<file path="src/rtl/spi_ctl_pkg.sv">
package spi_ctl_pkg;
    localparam int SPI_WORD_W = 16;

    typedef enum logic [1:0] {
        ST_IDLE   = 2'd0,
        ST_SHIFT  = 2'd1,
        ST_COMMIT = 2'd2
    } spi_state_e;
endpackage

</file>
<file path="src/rtl/spi_ctl_sync.sv">
module spi_ctl_sync #(
    parameter int          WIDTH   = 3,
    parameter int          STAGES  = 2,
    parameter logic [WIDTH-1:0] RST_VAL = '0
) (
    input  logic             clk,
    input  logic             rst_n,
    input  logic [WIDTH-1:0] d,
    output logic [WIDTH-1:0] q
);
    logic [WIDTH-1:0] stage_q [STAGES];

    for (genvar g = 0; g < STAGES; g++) begin : g_stage
        if (g == 0) begin : g_first
            always_ff @(posedge clk or negedge rst_n) begin
                if (!rst_n) stage_q[g] <= RST_VAL;
                else        stage_q[g] <= d;
            end
        end else begin : g_next
            always_ff @(posedge clk or negedge rst_n) begin
                if (!rst_n) stage_q[g] <= RST_VAL;
                else        stage_q[g] <= stage_q[g-1];
            end
        end
    end

    assign q = stage_q[STAGES-1];
endmodule

</file>
<file path="src/rtl/spi_ctl_shreg.sv">
module spi_ctl_shreg #(
    parameter int W = 16
) (
    input  logic         clk,
    input  logic         rst_n,
    input  logic         load,
    input  logic [W-1:0] load_val,
    input  logic         sample_en,
    input  logic         shift_en,
    input  logic         din,
    output logic         dout,
    output logic [W-1:0] word
);
    logic [W-1:0] sh_q;
    logic         smp_q;

    always_ff @(posedge clk or negedge rst_n) begin
        if (!rst_n) begin
            sh_q  <= '0;
            smp_q <= 1'b0;
        end else begin
            if (sample_en) smp_q <= din;
            if (load)          sh_q <= load_val;
            else if (shift_en) sh_q <= {sh_q[W-2:0], smp_q};
        end
    end

    assign dout = sh_q[W-1];
    assign word = sh_q;

    assert_load_msb_R3: assert property (@(posedge clk) disable iff (!rst_n)
        load |=> dout == $past(load_val[W-1]));

    assert_shift_step_R4: assert property (@(posedge clk) disable iff (!rst_n)
        (shift_en && !load) |=> word[W-1:1] == $past(word[W-2:0]));
endmodule

</file>
<file path="src/rtl/spi_ctl_slave.sv">
module spi_ctl_slave
    import spi_ctl_pkg::*;
#(
    parameter int          WORD_W       = SPI_WORD_W,
    parameter int          SYNC_STAGES  = 2,
    parameter logic [WORD_W-1:0] CTRL_DEFAULT = 16'h0100
) (
    input  logic              clk,
    input  logic              rst_n,
    input  logic              defaults_req,
    input  logic              spi_cs_n,
    input  logic              spi_sclk,
    input  logic              spi_mosi,
    output logic              spi_miso,
    output logic              spi_miso_oe,
    input  logic [WORD_W-1:0] diag_word,
    output logic [WORD_W-1:0] ctrl_word
);
    localparam int IN_W = 3;

    logic [IN_W-1:0] pins_s;
    logic            cs_s, sclk_s, mosi_s;
    logic            cs_q, sclk_q;
    logic            cs_fall, cs_rise, sclk_rise, sclk_fall;

    spi_ctl_sync #(
        .WIDTH   (IN_W),
        .STAGES  (SYNC_STAGES),
        .RST_VAL (3'b100)
    ) u_sync (
        .clk   (clk),
        .rst_n (rst_n),
        .d     ({spi_cs_n, spi_sclk, spi_mosi}),
        .q     (pins_s)
    );

    assign cs_s   = pins_s[2];
    assign sclk_s = pins_s[1];
    assign mosi_s = pins_s[0];

    always_ff @(posedge clk or negedge rst_n) begin
        if (!rst_n) begin
            cs_q   <= 1'b1;
            sclk_q <= 1'b0;
        end else begin
            cs_q   <= cs_s;
            sclk_q <= sclk_s;
        end
    end

    assign cs_fall   =  cs_q   & ~cs_s;
    assign cs_rise   = ~cs_q   &  cs_s;
    assign sclk_rise = ~sclk_q &  sclk_s;
    assign sclk_fall =  sclk_q & ~sclk_s;

    spi_state_e state_q, state_d;

    always_ff @(posedge clk or negedge rst_n) begin
        if (!rst_n) state_q <= ST_IDLE;
        else        state_q <= state_d;
    end

    always_comb begin
        state_d = state_q;
        unique case (state_q)
            ST_IDLE:   if (cs_fall) state_d = ST_SHIFT;
            ST_SHIFT:  if (cs_rise) state_d = ST_COMMIT;
            ST_COMMIT: state_d = cs_fall ? ST_SHIFT : ST_IDLE;
            default:   state_d = ST_IDLE;
        endcase
    end

    logic load_en, sample_en, shift_en, commit_en, oe;

    always_comb begin
        load_en   = 1'b0;
        sample_en = 1'b0;
        shift_en  = 1'b0;
        commit_en = 1'b0;
        oe        = 1'b0;
        unique case (state_q)
            ST_IDLE: begin
                load_en = cs_fall;
            end
            ST_SHIFT: begin
                oe        = 1'b1;
                sample_en = sclk_rise;
                shift_en  = sclk_fall;
            end
            ST_COMMIT: begin
                commit_en = 1'b1;
                load_en   = cs_fall;
            end
            default: ;
        endcase
    end

    logic [WORD_W-1:0] shift_word;
    logic              shift_out;

    spi_ctl_shreg #(.W(WORD_W)) u_shreg (
        .clk       (clk),
        .rst_n     (rst_n),
        .load      (load_en),
        .load_val  (diag_word),
        .sample_en (sample_en),
        .shift_en  (shift_en),
        .din       (mosi_s),
        .dout      (shift_out),
        .word      (shift_word)
    );

    always_ff @(posedge clk or negedge rst_n) begin
        if (!rst_n)            ctrl_word <= CTRL_DEFAULT;
        else if (defaults_req) ctrl_word <= CTRL_DEFAULT;
        else if (commit_en)    ctrl_word <= shift_word;
    end

    assign spi_miso    = shift_out;
    assign spi_miso_oe = oe;

    assert_quiet_deselected_R2: assert property (@(posedge clk) disable iff (!rst_n)
        (cs_s && $past(cs_s)) |-> !spi_miso_oe);

    assert_commit_word_R5: assert property (@(posedge clk) disable iff (!rst_n)
        (state_q == ST_COMMIT && !defaults_req) |=> ctrl_word == $past(shift_word));

    assert_ctrl_hold_R6: assert property (@(posedge clk) disable iff (!rst_n)
        (!$past(state_q == ST_COMMIT) && !$past(defaults_req)) |-> $stable(ctrl_word));

    assert_defaults_R9: assert property (@(posedge clk) disable iff (!rst_n)
        defaults_req |=> ctrl_word == CTRL_DEFAULT);
endmodule

</file>
<file path="config.mk">
export PLATFORM = sky130hd
export DESIGN_NAME = spi_ctl_slave
export DESIGN_NICKNAME = d
export VERILOG_FILES = /design/src/rtl/spi_ctl_pkg.sv /design/src/rtl/spi_ctl_sync.sv /design/src/rtl/spi_ctl_shreg.sv /design/src/rtl/spi_ctl_slave.sv
export SDC_FILE = /design/constraint.sdc
export NUM_CORES = 1
export LEC_CHECK = 0
export BUFFER_PORTS_ARGS = -buffer_cell sky130_fd_sc_hd__buf_2
export CAP_MARGIN = 20
export CELL_PAD_IN_SITES_DETAIL_PLACEMENT = 0
export CELL_PAD_IN_SITES_GLOBAL_PLACEMENT = 2
export CORE_MARGIN = 1.5
export CORE_UTILIZATION = 38
export DETAILED_ROUTE_END_ITERATION = 6
export PLACE_DENSITY = 0.91
export SLEW_MARGIN = 40
export SYNTH_ARGS = -nofsm -noshare
export SYNTH_HDL_FRONTEND = slang
export SYNTH_HIERARCHICAL = 1
export SYNTH_SLANG_ARGS = --single-unit
</file>
<file path="constraint.sdc">
create_clock -name clk -period 3.28 [get_ports clk]
set_input_delay 0.164 -clock clk [delete_from_list [all_inputs] [get_ports clk]]
set_output_delay 0.164 -clock clk [all_outputs]
set_load 0.005 [all_outputs]
</file>
==> impl_results.md, run 1 <==
- Drt total wl: 3.51 mm
- Register area: 0.00108 sq mm
- Number of global-route vias before repair: 1169
- DRT Pass-1 Iters: 4
- Relative slew margins: 0.651
- Final setup violation count: 0
- Core Region: 0.00507 sq mm
- Layout net count: 223
- Critical Path Max Stage Delay: 0.55 ns
- Routability Congestion: 0.789
- Leading area contributor after synthesis: dfrtp_1
- Clock-pin slew on the worst setup and hold paths: 0.08 ns
- CP top delay family: flip-flops
- DR WL/cell: 12.9 microns
- Ratio of cells with drive above 1 in the final layout: 0.337
- CP Buf/Inv Count: 1
- Top post-synthesis cells by count: dfrtp_1, mux2i_1, nand2_1, nand2b_1, nand4bb_1
- Power per cell area: 596 mW/mm^2
- Peak supply drop: 0.000369 V
- Area of the multi-input gates: 785 sq um
- H-tree Lvls: 2
- Post-Syn Area per Cell: 12.1 sq um
- Status: completed
- Fin crit share: 0.533
- Period minus WS final: 1.75 ns
- Clk_lat worst skew: 0.29 ns
- Critical path depth: 5
- Count of cell types in the netlist: 23
- Most numerous cell in the Yosys netlist: dfrtp_1
- Slowest CP cell: dfrtp_1
- Hold/Removal Path Class: input port to flip-flop
- Initial antenna violation count: 0
- Syn-to-layout area delta: 16.8%
- Die Width: 75.4 microns
- Detail Placement HPWL: 2.40 mm
- DR vias: 1258
- I/O pins: 40
- Largest net degree at the start of global routing: 44
- Total power: 1.39 mW
- Initial DRC Count: 60
- Initial Util: 0.393
- CP Capture Type: flip-flop
- R2R setup slack: 1.53 ns
- TritonCTS clock tree: built
- RSZ-0062 raised after global routing: false
- Setup CP Type: flip-flop to flip-flop
- Sum Neg Setup Slack: 0 ns
- Register bit total from synthesis: 43
- WP data required: 3.45 ns
- Residual antenna-violating net count after detailed routing: 0
- Clock sinks: 43
- Synth Flop Type: dfrtp_1
- Leak Pwr: 1.01 nW
- Register area share after synthesis: 0.543
- Share of the synthesized area in the top cell type: 0.490
- GRT Overall Usage: 0.132
- GRT Residual Overflow: 0
- Filler cells: 492
- Std cell rows: 26
- Synth Net Count: 186
- Maxcap violations: 0
- Crit start category: flip-flop
- Post-synth EDFFs: 0
- Final Max Slew Viols: 0
- Chip Height: 75.4 microns
- Ant. Diodes: 0
- Post-Synthesis Cell Area: 0.00199 sq mm
- DRC errors left: 0
- Post-CTS setup buffer count: 0
- Worst path cell trace: nand2b_4 -> nor3b_2 -> buf_4 -> mux2i_1 -> o21ai_1
- Top post-synthesis cells by area: dfrtp_1, mux2i_1, nand4bb_1, dfstp_2, nand2b_1
- Die Area: 0.00569 sq mm
- Post-Synthesis Cells: 164
- Fmax: 572 MHz
- Max clock buf depth: 2
- Warnings, synthesis: 6
- Worst reg2reg path depth: 5
- First-pass GRT wire length: 5.53 mm
- Critical path arrival: 1.91 ns
- Asr flop ratio synth: 1.00
- Final clock skew: 0.00663 ns
- Total CTS buffers: 5
- Clk root buf: clkbuf_8
- CP max FO: 17
- Slew of the pin with the lowest slew margin: 0.524 ns
- Hold depth: 3
- Hold Violations, Final: 0
- Buffers on Ports: 39
- Avg Vias per Cell: 4.63
what timing repair did:
| item | CTS | global route |
|---|---|---|
| resized for setup | 0 | 0 |
| hold buffers | 4 | 0 |
| hold endpoints to repair | 42 | 0 |
tightest hold or removal path, cell delays in order:
cell and delay, ns:
buf_2 0.07, nand2_1 0.04, o21ai_0 0.06
stage by stage:
step	setup slack, ns	hold slack (ns)	utilization	std cells	cell area, sq um
floorplan	1.64	-0.132	-	164	1990
global placement	1.59	0.271	0.427	260	2170
detailed placement	1.57	0.179	0.428	260	2170
CTS	1.55	0.0688	0.459	272	2330
global route	1.38	0.0751	0.459	272	2330
finish	1.53	0.0759	0.459	272	2330
power by group:
part	switching (mW)	internal, mW	total [mW]
combinational	0.105	0.120	0.225
clock	0.176	0.246	0.422
sequential	0.106	0.634	0.741
metal layers:
layer	track usage	routed length, microns	up-vias
met2	0.170	1390	36
met1	0.205	1900	571
li1	-	-	644
met4	0.0655	70	0
met5	0	0	-
met3	0.0317	146	7
logic make-up after synthesis:
logic type,count (synthesis),share of synthesized area
buffers and inverters,16,0.0660
muxes,18,0.0911
DFF,43,0.543
AOI/OAI and AO/OA,32,0.101
and+or+nand+nor,55,0.200
path summary, 6_finish.rpt:
kind | start | endpoint
worst min-delay path | diag_word[1] | u_shreg/word[1]
worst max-delay path | state_q[1] | u_shreg/word[4]
worst min register to register | u_sync/stage_q[3] | u_sync/q[0]
worst max register to register | state_q[1] | u_shreg/word[4]
min in group asynchronous | rst_n | u_sync/stage_q[4]
max in group asynchronous | rst_n | cs_q
registers in the layout (all words and copies together), names as in the netlist:
name / cells
ctrl_word: 16
u_shreg/word: 16
u_sync/q: 3
u_sync/stage_q: 3
state_q: 2
cs_q: 1
sclk_q: 1
u_shreg/smp_q: 1
final cells by class:
type | count | share of cell area
Timing Repair Buffer | 45 | 0.109
Sequential cell | 43 | 0.465
Multi-Input combinational cell | 105 | 0.337
Tap cell | 70 | 0.0376
Inverter | 1 | 0.00161
Clock inverter | 2 | 0.0151
Clock buffer | 6 | 0.0355
placed cells by master, fill, tap and decap left out:
master,count
clkinv_2,1
nor3b_1,1
buf_4,3
dlygate4sd3_1,4
inv_1,1
nor3b_2,2
nor2b_4,1
nand2_1,16
dfrtp_1,39
clkbuf_8,6
o21bai_1,1
nand2b_4,1
o21ai_2,10
nor2_1,2
buf_2,38
mux2i_1,17
bufinv_16,1
mux2_2,1
o21ai_0,11
nor2b_1,2
nand4bb_1,15
o21ai_1,10
dfstp_2,4
nand2b_1,15
(Power assumes the default switching activity.)
==> inputs of run 2 (changes only) <==
--- a/config.mk
+++ b/config.mk
@@ -10,9 +10,9 @@
 export CELL_PAD_IN_SITES_DETAIL_PLACEMENT = 0
 export CELL_PAD_IN_SITES_GLOBAL_PLACEMENT = 2
 export CORE_MARGIN = 1.5
-export CORE_UTILIZATION = 38
+export CORE_UTILIZATION = 32
 export DETAILED_ROUTE_END_ITERATION = 6
-export PLACE_DENSITY = 0.91
+export PLACE_DENSITY = 0.82
 export SLEW_MARGIN = 40
 export SYNTH_ARGS = -nofsm -noshare
 export SYNTH_HDL_FRONTEND = slang
==> constraint.sdc (replaced) <==
create_clock -name clk -period 1.6 [get_ports clk]
set_input_delay 0.08 -clock clk [delete_from_list [all_inputs] [get_ports clk]]
set_output_delay 0.08 -clock clk [all_outputs]
set_load 0.005 [all_outputs]
==> run 2 against run 1 <==
Effect of this change:
- clock skew rose by 0.00059 ns
- sequential share of layout area down 2.8 points
- worst hold slack worse by 0.069 ns
- clock-buffer cell count down 1
- clock power grew 140%
- wire length grew 8.1%
- combinational power increased by 140%
- sequential power grew 100%
- largest power group unchanged
- highest routed layer unchanged
==> impl_results.md, run 2 (synthesis gave the netlist of run 1 again) <==
- Clk root buf: clkbuf_8
- Largest net degree at the start of global routing: 34 (-23%)
- Setup WS pre-CTS: 0.205 ns (-1.36 ns)
- Critical path depth: 5 (unchanged)
- Leak Pwr: 1.07 nW (+5.9%)
- DRC errors left: 0 (unchanged)
- Total power: 3.01 mW (+120%)
- Placed cell areas: 0.00225 sq mm (+3.6%)
- Relative slew margins: 0.732 (+0.0810)
- Final Max Slew Viols: 0 (unchanged)
- Residual antenna-violating net count after detailed routing: 0 (unchanged)
- Sum Neg Setup Slack: 0 ns (unchanged)
- Die Area: 0.00671 sq mm (+18%)
- CP Capture Type: flip-flop
- GRT Residual Overflow: 0 (unchanged)
- Peak supply drop: 0.000358 V (-3.0%)
- Slew of the pin with the lowest slew margin: 0.402 ns (-0.122 ns)
- Maxcap violations: 0 (unchanged)
- Hold Violations, Final: 0 (unchanged)
- Worst path cell trace: nand2b_4 -> nor3b_2 -> buf_12 -> mux2i_1 -> o21ai_1
- Worst reg2reg path depth: 5 (unchanged)
- Status: completed
- Number of global-route vias before repair: 1288 (+10%)
- Slowest CP cell: dfrtp_1
- RSZ-0062 raised after global routing: false
- Hold/Removal Path Class: input port to flip-flop
- Setup CP Type: flip-flop to flip-flop
- Avg Vias per Cell: 4.53 (-2.1%)
- Initial antenna violation count: 0 (unchanged)
- Detail Placement HPWL: 2.68 mm (+12%)
- Worst hold endpoint: u_shreg/word[9]
- Ant. Diodes: 0 (unchanged)
- Clock-pin slew on the worst setup and hold paths: 0.08 ns (about the same)
- Chip Height: 81.9 microns (+8.6%)
- Final setup violation count: 0 (unchanged)
- Post-Place Cells: 270 (+3.8%)
- H-tree Lvls: 2 (unchanged)
- Fmax: 700 MHz (+22%)
- Fin crit share: 0.892 (+0.360)
- Final clock skew: 0.00722 ns (+0.000593 ns)
- Critical Path Max Stage Delay: 0.38 ns (-0.17 ns)
- Ratio of cells with drive above 1 in the final layout: 0.344 (+0.00771)
- Core Region: 0.00596 sq mm (+17%)
- Final worst slack: 0.172 ns (-1.36 ns)
- Critical path arrival: 1.60 ns (-0.31 ns)
- First-pass GRT wire length: 6.36 mm (+15%)
- Hold slack: 0.00713 ns (-0.0687 ns)
- Initial DRC Count: 54 (-10%)
- Fin util: 0.416 (-0.0430)
- Clk_lat worst skew: 0.29 ns (about the same)
- Period minus WS final: 1.43 ns (-0.320 ns)
- CP Buf/Inv Count: 1 (unchanged)
- GRT Overall Usage: 0.126 (-0.00593)
- TritonCTS clock tree: built
- Fin area: 0.00247 sq mm (+6.3%)
- Initial Util: 0.334 (-0.0581)
- Layout net count: 233 (+4.5%)
- Max clock buf depth: 2 (unchanged)
- Hold depth: 3 (unchanged)
- Total CTS buffers: 5 (unchanged)
- Syn-to-layout area delta: 24.2%
- DR WL/cell: 13.2 microns (+2.4%)
- DR vias: 1299 (+3.3%)
- Hold wc startpoint: diag_word[9]
- CP max FO: 16 (-1)
- Routability Congestion: 0.687 (-13%)
- DRT Pass-1 Iters: 4 (unchanged)
- R2R setup slack: 0.17 ns (-1.36 ns)
- Buffers on Ports: 39 (unchanged)
- Drt total wl: 3.79 mm (+8.1%)
- Worst r2r src: state_q[1]
- Power per cell area: 1210 mW/mm^2 (+100%)
- Layout Cells excl Fill: 287 (+5.5%)
- Commonest cells after routing, fill and taps aside: dfrtp_1, buf_2, mux2i_1, nand2_1
- I/O pins: 40 (unchanged)
- WP data required: 1.78 ns (-1.67 ns)
- Die Width: 81.9 microns (+8.6%)
- Std cell rows: 28 (+7.7%)
- R2r endpoint: u_shreg/word[4]
- Clock sinks: 43 (unchanged)
- CP top delay family: simple AND/OR/NAND/NOR gates
- Crit start category: flip-flop
[run 2: worst max-delay path by stage]
stage / slack [ns] / startpoint / endpoint
after floorplan: 0.02 / state_q[1] / u_shreg/word[3]
after global placement: 0.22 / state_q[1] / u_shreg/word[2]
after detailed placement: 0.20 / state_q[1] / u_shreg/word[7]
after CTS: 0.18 / state_q[1] / u_shreg/word[4]
after global routing: 0.08 / state_q[1] / u_shreg/word[3]
final: 0.17 / state_q[1] / u_shreg/word[4]
[run 2: metal layers]
metal / wire (microns) / share of wire / vias up / track usage
met5: 0 / 0 / - / 0
met2: 1680 / 0.44 / 30 / 0.184
met1: 1920 / 0.51 / 595 / 0.177
met3: 139 / 0.037 / 5 / 0.0300
li1: - / - / 669 / -
met4: 57 / 0.015 / 0 / 0.0559
[run 2: area by class of cell]
type | count | area [sq um]
clock buffers | 5 | 68.8
clock inverters | 3 | 67.6
fillers | 579 | 3480
inverters | 1 | 3.75
multi-input cells | 105 | 785
flip-flops and latches | 43 | 1080
well taps | 75 | 93.8
repair buffers | 55 | 375
[run 2: power by group]
group | leakage (nW) | internal, mW | switching, mW
clock | 0.0644 | 0.622 | 0.373
sequential | 0.545 | 1.30 | 0.176
combinational | 0.464 | 0.282 | 0.253
total | 1.07 | 2.21 | 0.801
[run 2: tightest hold or removal path, delay by kind of cell]
kind,cells,cell delay (ns)
AOI/OAI and AO/OA,1,0.06
and+or+nand+nor,1,0.04
buffers and inverters,1,0.08
[run 2: what timing repair did]
action / 4_1_cts / 5_1_grt
setup buffers: 0 / 0
endpoints found under the hold margin: 40 / 0
hold buffers: 9 / 0
resized for setup: 0 / 0
